<file path="src/rtl/csa_pkg.sv">
package csa_pkg;
  localparam int CSA_W    = 64;
  localparam int CSA_NSEG = 10;
  typedef int seg_widths_t [CSA_NSEG];
  localparam seg_widths_t CSA_SEG_W = '{5, 5, 5, 6, 6, 7, 7, 8, 8, 7};
endpackage

</file>
<file path="src/rtl/csa_ripple.sv">
module csa_ripple #(
  parameter int W = 4
) (
  input  logic [W-1:0] a,
  input  logic [W-1:0] b,
  input  logic         ci,
  output logic [W-1:0] s,
  output logic         co
);
  logic [W:0] c;
  assign c[0] = ci;
  for (genvar i = 0; i < W; i++) begin : g_bit
    assign s[i]   = a[i] ^ b[i] ^ c[i];
    assign c[i+1] = (a[i] & b[i]) | (c[i] & (a[i] ^ b[i]));
  end
  assign co = c[W];
endmodule

</file>
<file path="src/rtl/csa_sel_mux.sv">
module csa_sel_mux #(
  parameter int W = 4
) (
  input  logic         sel,
  input  logic [W-1:0] s_zero,
  input  logic         c_zero,
  input  logic [W-1:0] s_one,
  input  logic         c_one,
  output logic [W-1:0] s,
  output logic         co
);
  always_comb begin
    if (sel) begin
      s  = s_one;
      co = c_one;
    end else begin
      s  = s_zero;
      co = c_zero;
    end
  end
endmodule

</file>
<file path="src/rtl/csa_segment.sv">
module csa_segment #(
  parameter int W      = 5,
  parameter bit DIRECT = 1'b0
) (
  input  logic [W-1:0] a,
  input  logic [W-1:0] b,
  input  logic         sel_ci,
  output logic [W-1:0] s,
  output logic         co
);
  if (DIRECT) begin : g_plain
    csa_ripple #(.W(W)) u_rc (
      .a(a), .b(b), .ci(sel_ci), .s(s), .co(co)
    );
  end else begin : g_dual
    logic [W-1:0] s0, s1;
    logic         c0, c1;
    csa_ripple #(.W(W)) u_rc0 (
      .a(a), .b(b), .ci(1'b0), .s(s0), .co(c0)
    );
    csa_ripple #(.W(W)) u_rc1 (
      .a(a), .b(b), .ci(1'b1), .s(s1), .co(c1)
    );
    csa_sel_mux #(.W(W)) u_mux (
      .sel(sel_ci), .s_zero(s0), .c_zero(c0), .s_one(s1), .c_one(c1),
      .s(s), .co(co)
    );
  end
endmodule

</file>
<file path="src/rtl/csa_adder64.sv">
module csa_adder64 #(
  parameter int WIDTH       = csa_pkg::CSA_W,
  parameter int NSEG        = csa_pkg::CSA_NSEG,
  parameter int SEG_W [NSEG] = csa_pkg::CSA_SEG_W
) (
  input  logic             clk,
  input  logic             rst,
  input  logic [WIDTH-1:0] op_a,
  input  logic [WIDTH-1:0] op_b,
  input  logic             carry_in,
  output logic [WIDTH-1:0] sum_q,
  output logic             carry_out_q
);
  function automatic int seg_base(input int idx);
    int acc;
    acc = 0;
    for (int j = 0; j < idx; j++) acc += SEG_W[j];
    return acc;
  endfunction

  localparam int TOTAL = seg_base(NSEG);

  if (TOTAL != WIDTH) begin : g_width_bad
    $error("segment widths sum to %0d, expected %0d", TOTAL, WIDTH);
  end

  logic [NSEG:0]    seg_c;
  logic [WIDTH-1:0] sum_d;

  assign seg_c[0] = carry_in;

  for (genvar g = 0; g < NSEG; g++) begin : g_seg
    localparam int LO = seg_base(g);
    localparam int SW = SEG_W[g];
    csa_segment #(.W(SW), .DIRECT(g == 0)) u_seg (
      .a     (op_a[LO +: SW]),
      .b     (op_b[LO +: SW]),
      .sel_ci(seg_c[g]),
      .s     (sum_d[LO +: SW]),
      .co    (seg_c[g+1])
    );
  end

  always_ff @(posedge clk) begin
    if (rst) begin
      sum_q       <= '0;
      carry_out_q <= 1'b0;
    end else begin
      sum_q       <= sum_d;
      carry_out_q <= seg_c[NSEG];
    end
  end
endmodule

</file>
<file path="config.mk">
export PLATFORM = sky130hd
export DESIGN_NAME = csa_adder64
export DESIGN_NICKNAME = d
export VERILOG_FILES = /design/src/rtl/csa_pkg.sv /design/src/rtl/csa_ripple.sv /design/src/rtl/csa_sel_mux.sv /design/src/rtl/csa_segment.sv /design/src/rtl/csa_adder64.sv
export SDC_FILE = /design/constraint.sdc
export NUM_CORES = 1
export LEC_CHECK = 0
export ABC_AREA = 1
export BUFFER_PORTS_ARGS = -buffer_cell sky130_fd_sc_hd__buf_2
export CORE_MARGIN = 5
export CORE_UTILIZATION = 57
export CTS_BUF_LIST = sky130_fd_sc_hd__clkbuf_4
export DETAILED_ROUTE_END_ITERATION = 6
export PLACE_DENSITY = 0.88
export SLEW_MARGIN = 40
export SYNTH_ARGS = -nofsm -noshare
export SYNTH_HDL_FRONTEND = slang
export SYNTH_HIERARCHICAL = 1
export SYNTH_SLANG_ARGS = --single-unit
</file>
<file path="constraint.sdc">
create_clock -name clk -period 8.62 [get_ports clk]
set_clock_uncertainty 0.1 [all_clocks]
set_input_delay 0.862 -clock clk [delete_from_list [all_inputs] [get_ports clk]]
set_output_delay 0.862 -clock clk [all_outputs]
set_load 0.01 [all_outputs]
</file>
-- After elaboration in Yosys (flattened, before gate mapping)
Index checks and enable logic that the tools add are counted.
Widths: inputs -> output; s select.
- mux-type cells: 18
- bitwise operators: 461
- operator list (cell ; number):
    $and 1x1->1 ; 169
    $xor 1x1->1 ; 169
    $or 1x1->1 ; 114
    $mux 7 ; 3
    $mux 8 ; 2
    $mux 6 ; 2
    $mux 5 ; 2
    $mux 1 ; 9
    $not 1->1 ; 9
- register bits: 65

-- Longest topological paths before layout
Gate-level depths: netlist of run 1.
- word-level depth: 20
- gate-level depth with buffers: 45
- gate-level depth less buffers: 38

-- By module
Netlist of run 1, hierarchy kept.
- modules (own cells, without submodules) (module ; times used ; cells an instance ; area an instance (um2) ; sequential area each (um2)):
    csa_adder64 ; 1 ; 202 ; 1861.8 ; 1301.2
    csa_ripple (g_seg[5].u_seg.g_dual.u_rc0 ...) ; 6 ; 17 ; 177.7 ; 0.0
    csa_ripple (g_seg[7].u_seg.g_dual.u_rc0 ...) ; 4 ; 18 ; 197.7 ; 0.0
    csa_ripple (g_seg[0].u_seg.g_plain.u_rc ...) ; 5 ; 15 ; 137.6 ; 0.0
    csa_ripple (g_seg[3].u_seg.g_dual.u_rc0 ...) ; 4 ; 16 ; 157.7 ; 0.0
    csa_sel_mux (g_seg[5].u_seg.g_dual.u_mux ...) ; 3 ; 26 ; 105.1 ; 0.0
    csa_sel_mux (g_seg[7].u_seg.g_dual.u_mux ...) ; 2 ; 29 ; 116.4 ; 0.0
    csa_sel_mux (g_seg[3].u_seg.g_dual.u_mux ...) ; 2 ; 23 ; 93.8 ; 0.0
    csa_sel_mux (g_seg[1].u_seg.g_dual.u_mux ...) ; 2 ; 19 ; 71.3 ; 0.0
    csa_segment (g_seg[1].u_seg ...) ; 9 ; 2 ; 7.5 ; 0.0

-- Least setup slack after synthesis of run 1
No wires, ideal clock.
- path type: input -> register
- from: input op_a[0]
- to: register carry_out_q
- arrival time: 5.247 ns
- path slack: 3.209 ns
- stages: 45
- path through: fa_1 -> inv_1 -> fa_1 -> inv_1 -> fa_1 -> fa_1 -> inv_1 -> fa_1 -> inv_1 -> inv_2 -> nand2_1 -> nand2_1 -> inv_2 -> nand2_1 -> nand2_1 -> buf_6 -> inv_2 -> nand2_1 -> (+9 left out) -> buf_6 -> inv_2 -> nand2_1 -> nand2_1 -> buf_6 -> inv_2 -> nand2_1 -> nand2_1 -> buf_6 -> inv_2 -> nand2_1 -> nand2_1 -> buf_6 -> inv_2 -> nand2_1 -> nand2_1 -> inv_1 -> nor2_1
- cells in the longest elaborated chain, start to end: 20
- elaborated cells on any way between the ends: 21
- RTL lines (element ; line ; text):
    from (decl) ; csa_adder64.sv:8 ; input logic [WIDTH-1:0] op_a,
    $xor 1x1->1 ; csa_ripple.sv:14 ; assign c[i+1] = (a[i] & b[i]) | (c[i] & (a[i] ^ b[i]));
    $and 1x1->1 ; csa_ripple.sv:14 ;
    $or 1x1->1 * ; csa_ripple.sv:14 ;
    $and 1x1->1 * ; csa_ripple.sv:14 ;
    $or 1x1->1 * ; csa_ripple.sv:14 ;
    $and 1x1->1 * ; csa_ripple.sv:14 ;
    $or 1x1->1 * ; csa_ripple.sv:14 ;
    $and 1x1->1 * ; csa_ripple.sv:14 ;
    (+3 left out) ; n/a ;
    named net seg_c[1] ; csa_adder64.sv:27 ; logic [NSEG:0] seg_c;
    (+1 left out) ; n/a ;
    named net seg_c[2] ; csa_adder64.sv:27 ;
    (+1 left out) ; n/a ;
    named net seg_c[3] ; csa_adder64.sv:27 ;
    (+1 left out) ; n/a ;
    named net seg_c[4] ; csa_adder64.sv:27 ;
    (+1 left out) ; n/a ;
    named net seg_c[5] ; csa_adder64.sv:27 ;
    (+1 left out) ; n/a ;
    named net seg_c[6] ; csa_adder64.sv:27 ;
    $mux 1 * ; csa_sel_mux.sv:13 ; if (sel) begin
    named net seg_c[7] ; csa_adder64.sv:27 ;
    $mux 1 * ; csa_sel_mux.sv:13 ;
    named net seg_c[8] ; csa_adder64.sv:27 ;
    $mux 1 * ; csa_sel_mux.sv:13 ;
    named net seg_c[9] ; csa_adder64.sv:27 ;
    $mux 1 * ; csa_sel_mux.sv:13 ;
    named net seg_c[10] ; csa_adder64.sv:27 ;
    to (signal assigned) ; csa_adder64.sv:50 ; carry_out_q <= seg_c[NSEG];
    to (decl) ; csa_adder64.sv:12 ; output logic carry_out_q
Mark *: on every way through the listed nets, which the timed path passes. The rest lies on a longest branch.
A chain may end at the register's enable or synchronous reset.

-- Worst setup path in the final report of run 1
- from: input op_a[0]
- to: register sum_q[57]
- cells in the longest elaborated chain, start to end: 20
- elaborated cells on any way between the ends: 21
- RTL lines (element ; line ; text):
    $xor 1x1->1 ; csa_ripple.sv:14 ;
    $and 1x1->1 ; csa_ripple.sv:14 ;
    $or 1x1->1 * ; csa_ripple.sv:14 ;
    $and 1x1->1 * ; csa_ripple.sv:14 ;
    $or 1x1->1 * ; csa_ripple.sv:14 ;
    $and 1x1->1 * ; csa_ripple.sv:14 ;
    $or 1x1->1 * ; csa_ripple.sv:14 ;
    $and 1x1->1 * ; csa_ripple.sv:14 ;
    (+3 left out) ; n/a ;
    named net seg_c[1] ; csa_adder64.sv:27 ;
    (+1 left out) ; n/a ;
    named net seg_c[2] ; csa_adder64.sv:27 ;
    (+1 left out) ; n/a ;
    named net seg_c[3] ; csa_adder64.sv:27 ;
    (+1 left out) ; n/a ;
    named net seg_c[4] ; csa_adder64.sv:27 ;
    (+1 left out) ; n/a ;
    named net seg_c[5] ; csa_adder64.sv:27 ;
    (+1 left out) ; n/a ;
    named net seg_c[6] ; csa_adder64.sv:27 ;
    $mux 1 * ; csa_sel_mux.sv:13 ;
    named net seg_c[7] ; csa_adder64.sv:27 ;
    $mux 1 * ; csa_sel_mux.sv:13 ;
    named net seg_c[8] ; csa_adder64.sv:27 ;
    $mux 1 * ; csa_sel_mux.sv:13 ;
    named net seg_c[9] ; csa_adder64.sv:27 ;
    $mux 7 * ; csa_sel_mux.sv:13 ;
    named net sum_d[57] ; csa_adder64.sv:28 ; logic [WIDTH-1:0] sum_d;
    to (signal assigned) ; csa_adder64.sv:49 ; sum_q <= sum_d;
    to (decl) ; csa_adder64.sv:11 ; output logic [WIDTH-1:0] sum_q,
Marks and branches as above.

==> metrics, run 1 <==
share of layout cells above drive strength 1=23.03%; Finished Layout Cells=1092; Post-synth EDFFs=0; Util after Layout=69.58%; Post-layout nets=1200; Worst Path Arrival=6.54 ns; CTS hold repair buffers=0; MaxCap Viol Count=0; port bufs=195; Routed WL=12890 microns; Final Hold Fails=0; post-DP HPWL=11400 microns; Period minus WS final=6.303 ns; DR vias/cell=4.337; Crit. End Element=register; status=finished clean; PwrDens=153.0 mW/mm^2; Startpoint Class=input pin; Layout area overhead=19.51%; Slew headroom=54.71%; Die ar.=0.01265 sq mm; Area after DPL=0.006985 sq mm; Synth Instances=753; Finish-stage setup viols=0; Peak supply drop=101.7 uV; FFs w/ async S/R, synth=0%; most frequent cell after synthesis=inv_1; sequential area share after synthesis=21.75%; Synth Net Count=1007; total grt overflow=0; H-tree lvl count=3; antenna-violating nets left=0; Post-route DRC=0; Commonest cells post-synth=inv_1 (255), nand2_1 (204), fa_1 (123); total placed cells including tap cells=1071; crit-path most repeated cell=nand2_1; Crit Path Max Fanout=10; RD Place Congestion=0.8513; dpl ws=1.950 ns; CTS tree=done; CTS Buffer Depth=2; clock root buffer=clkbuf_4; crit path kind=in2reg; WL met3=1258 microns; routed vias=4736; Largest stage delay, worst path=0.41 ns; Peak Freq=0.1587 GHz; initial antenna violation count=4; min-delay src=carry_in; final period utilization=73.12%; post-CTS setup buffers=0; largest net degree at the start of global routing=66; Req. time, crit path=8.86 ns; fin. max-slew vios=0; HP Class=in2reg; Core Area=0.01028 sq mm; Worst path slowest cell=fa_1; clock sinks=65; met2 wire len=6571 microns; total power=1.094 mW; leakage power=4.493 nW; FP Rows=37; main area contributors after synthesis=fa_1 (41%), dfxtp_1 (22%), inv_1 (16%), nand2_1 (13%), nor2_1 (4.1%); PostCTS Resize Cnt=0; Num CTS Buffers=9; Synth Flop Type=dfxtp_1; Slew @ Worst Pin=0.6794 ns; post-synth cell types=9; TritonRoute pass-1 iters=6; post-route setup TNS=0 ns; final worst-path setup slack=2.317 ns; area of the mapped netlist=0.005983 sq mm; first-pass GRT wire length=22150 microns; synth warn=6; post-route cell area=0.007151 sq mm; max layer used=met5; Yosys top cell area share=41.15%; drt first-iter violations=128; vias in the first global route=5108; IO Count=196; Die Span Y=112.5 microns; WL per Instance=11.80 microns; Worst Setup SP=op_a[0]; Initial Util=58.22%; RSZ-0062 raised after global routing=no; GR Util All Layers=21.93%; clock-pin slew on the worst setup and hold paths=0.11 ns; Post-Route M1 WL=4869 microns; hold slack final=0.7207 ns; flops & latches, synth=65; Die W=112.5 microns; Avg Synthesized Cell Area=7.946 sq um; Yosys top cell by area=fa_1
layer usage:
layer	vias up	GRT usage, %
li1	2342	-
met1	2213	24.56
met2	158	39.81
met3	17	7.871
met4	6	5.288
met5	-	0
state kept, by name (all words and copies together) (netlist names):
signal,count
carry_out_q,1
sum_q,64
path summary, 6_finish.rpt:
check,end,cells after the start
setup / recovery,sum_q[57]$_SDFF_PP0_,39
hold / removal,sum_q[0]$_SDFF_PP0_,4
critical path: cells and delay by family:
family | cells | cell delay [ns]
buffers and inverters | 15 | 1.79
adders and majority gates | 5 | 1.47
and+or+nand+nor | 19 | 2.38
logic make-up after synthesis:
logic type	count (synthesis)	synth area share, %
buffers and inverters	278	19.09
DFF	65	21.75
other	18	1.129
adders and majority gates	123	41.15
and+or+nand+nor	269	16.88
power by group:
| group | switching (mW) | leakage [nW] | internal, mW | total [mW] |
|---|---|---|---|---|
| Combinational | 0.303 | 3.87 | 0.194 | 0.497 |
| Clock | 0.114 | 0.0808 | 0.115 | 0.228 |
| Sequential | 0.0133 | 0.540 | 0.355 | 0.369 |
final cells by class:
class                   instances  area [sq um]
repair buffers                196         983.4
clock inverters                 7         85.08
inverters                     264         991.0
clock buffers                   9         67.56
diodes                          5         12.51
well taps                     136         170.2
flip-flops and latches         65          1301
fillers                       876          3127
multi-input cells             410          3540
cell usage in the layout (no fill, tap or decap), drive strengths merged:
master / n
buf: 196
diode: 5
fa: 123
inv: 264
dfxtp: 65
clkbuf: 9
clkinv: 4
nor2: 65
nand2: 204
clkinvlp: 1
bufinv: 2
conb: 18
(Power assumes the default switching activity.)
==> inputs of run 2 (changes only) <==
--- a/config.mk
+++ b/config.mk
@@ -8,10 +8,10 @@
 export ABC_AREA = 1
 export BUFFER_PORTS_ARGS = -buffer_cell sky130_fd_sc_hd__buf_2
 export CORE_MARGIN = 5
-export CORE_UTILIZATION = 57
+export CORE_UTILIZATION = 48
 export CTS_BUF_LIST = sky130_fd_sc_hd__clkbuf_4
 export DETAILED_ROUTE_END_ITERATION = 6
-export PLACE_DENSITY = 0.88
+export PLACE_DENSITY = 0.79
 export SLEW_MARGIN = 40
 export SYNTH_ARGS = -nofsm -noshare
 export SYNTH_HDL_FRONTEND = slang
==> constraint.sdc (replaced) <==
create_clock -name clk -period 5.05 [get_ports clk]
set_clock_uncertainty 0.1 [all_clocks]
set_input_delay 0.505 -clock clk [delete_from_list [all_inputs] [get_ports clk]]
set_output_delay 0.505 -clock clk [all_outputs]
set_load 0.01 [all_outputs]
==> run 2 against run 1 <==
Effect of this change: clock-buffer cell count up 1; power up 66%; die area up 17%; design area up 1.5%; sequential power up 71%; critical path depth unchanged; via count down 0.68%; clock power up 37%; combinational power up 76%; wire length down 1.3%; worst setup slack worse by 1.5 ns; largest cell class unchanged; critical path type unchanged.
==> metrics, run 2 (synthesis gave the netlist of run 1 again) <==
antenna-violating nets left=0 (unchanged); WL per Instance=11.20 microns (-5.1%); Crit. End Element=register; CTS Buffer Depth=2 (unchanged); HP Class=in2reg; port bufs=195 (unchanged); CTS tree=done; Post-Route M1 WL=4856 microns (-0.27%); PostCTS Resize Cnt=0 (unchanged); met2 wire len=6277 microns (-4.5%); Post-layout nets=1216 (+1.3%); H-tree lvl count=3 (unchanged); n_diodes=0 (-5); RSZ-0062 raised after global routing=no; Reg with most FFs=sum_q; final-layout fill cell count=1125 (+28%); max layer used=met4; Slew headroom=51.14% (-3.6 points); drt first-iter violations=104 (-19%); crit-path most repeated cell=nand2_1; Util after Layout=59.93% (-9.6 points); Clock power frac=17.1% (-3.8 points); PwrDens=250.6 mW/mm^2 (+64%); final worst-path setup slack=0.8422 ns (-1.475 ns); Layout area overhead=21.31%; clock sinks=65 (unchanged); initial antenna violation count=0 (-4); Num CTS Buffers=9 (unchanged); first-pass GRT wire length=21210 microns (-4.2%); status=finished clean; Final Hold Fails=0 (unchanged); Crit Path Max Fanout=7 (-3); Die Span Y=121.6 microns (+8.2%); Largest register FFs=64 (unchanged); Req. time, crit path=5.26 ns (-3.60 ns); most common cell after layout, fill and taps aside=inv_1; clock-pin slew on the worst setup and hold paths=0.12 ns (about the same); Post-route DRC=0 (unchanged); Logic pwr share=48.2% (+2.8 points); DR vias/cell=4.144 (-4.4%); register share of total power=34.7% (+1.0 points); crit path kind=in2reg; Largest regs=sum_q (64), carry_out_q (1); vias in the first global route=4912 (-3.8%); Core Area=0.01211 sq mm (+18%); total placed cells including tap cells=1119 (+4.5%); Routed WL=12720 microns (-1.3%); GR Util All Layers=18.31% (-3.6 points); post-DP HPWL=11090 microns (-2.8%); most frequent cells in the layout=inv_1 (255), nand2_1 (203), buf_2 (195), fa_1 (123); Slew @ Worst Pin=0.7329 ns (+0.05353 ns); Finish-stage setup viols=0 (unchanged); Finished Layout Cells=1135 (+3.9%); Worst path slowest cell=fa_1; final period utilization=83.32%; routed vias=4704 (-0.68%); total grt overflow=0 (unchanged); Die W=121.6 microns (+8.2%); clock root buffer=clkbuf_4; Largest stage delay, worst path=0.40 ns (about the same); Peak Freq=0.2377 GHz; Psw=0.7449 mW (+73%); sw frac=40.95% (+1.7 points); post-CTS setup buffers=0 (unchanged); Worst Path Arrival=4.41 ns (-2.13 ns); post-route setup TNS=0 ns (unchanged); WL met3=1308 microns (+4.0%); dpl ws=0.3524 ns (-1.598 ns); Initial Util=49.40% (-8.8 points); share of layout cells above drive strength 1=24.61% (+1.6 points); RD Place Congestion=0.8319 (-2.3%); Startpoint Class=input pin; CTS hold repair buffers=0 (unchanged); Die ar.=0.01480 sq mm (+17%); Pint=1.074 mW (+62%); IO Count=196 (unchanged); TritonRoute pass-1 iters=4 (-2); fin. max-slew vios=0 (unchanged); Peak supply drop=156.9 uV (+54%); Worst Hold Depth=4 (unchanged); MaxCap Viol Count=0 (unchanged); FP Rows=40 (+8.1%); Period minus WS final=4.208 ns; leakage power=4.551 nW (+1.3%); largest net degree at the start of global routing=66 (unchanged)
-- run 2: changes by cell type in the layout (fill, tap and decap cells not counted), moves of 2 or more --
cell / change
buf_4: +16
bufinv_16: -2
clkinv_1: -2
clkinv_2: +2
diode_2: -5
-- run 2: through the flow --
step | cell area, sq um | total power [mW] | hold slack, ns
after floorplan | 5986 | 1.219 | 0.6154
after global placement | 7148 | 1.514 | 0.7770
final | 7258 | 1.819 | 0.3271
after global routing | 7258 | 2.035 | 0.3207
after CTS | 7258 | 1.859 | 0.2787
after detailed placement | 7148 | 1.536 | 0.7873
-- run 2: path summary, 6_finish.rpt --
path                start                   end  slack, ns
setup / recovery  op_a[0]  sum_q[57]$_SDFF_PP0_       0.84
hold / removal    op_b[2]   sum_q[2]$_SDFF_PP0_       0.33
-- run 2: cell type report --
cell class	instances	area (sq um)	area share [%]
Multi-Input combinational cell	410	3542	48.80
Sequential cell	65	1301	17.93
Timing Repair Buffer	212	1104	15.20
Inverter	264	991.0	13.65
Tap cell	168	210.2	2.896
Clock buffer	10	75.07	1.034
Clock inverter	6	35.03	0.4827
-- run 2: critical path, delay by kind of cell --
kind	cells	cell delay [ns]
simple gates	19	1.32
buf+inv	15	1.12
fa+ha+maj	5	1.46
-- run 2: power groups by stage --
stage	Sequential [mW]	Clock (mW)	Combinational [mW]
floorplan	0.693	0	0.526
CTS	0.633	0.331	0.895
global placement	0.644	0	0.870
finish	0.631	0.312	0.876
detailed placement	0.645	0	0.891
global route	0.640	0.355	1.04
-- run 2: per-layer routing --
metal	GRT usage, %	vias to the layer above
li1	-	2370
met1	20.14	2161
met2	32.33	154
met3	7.010	19
met4	6.373	0
met5	0	-
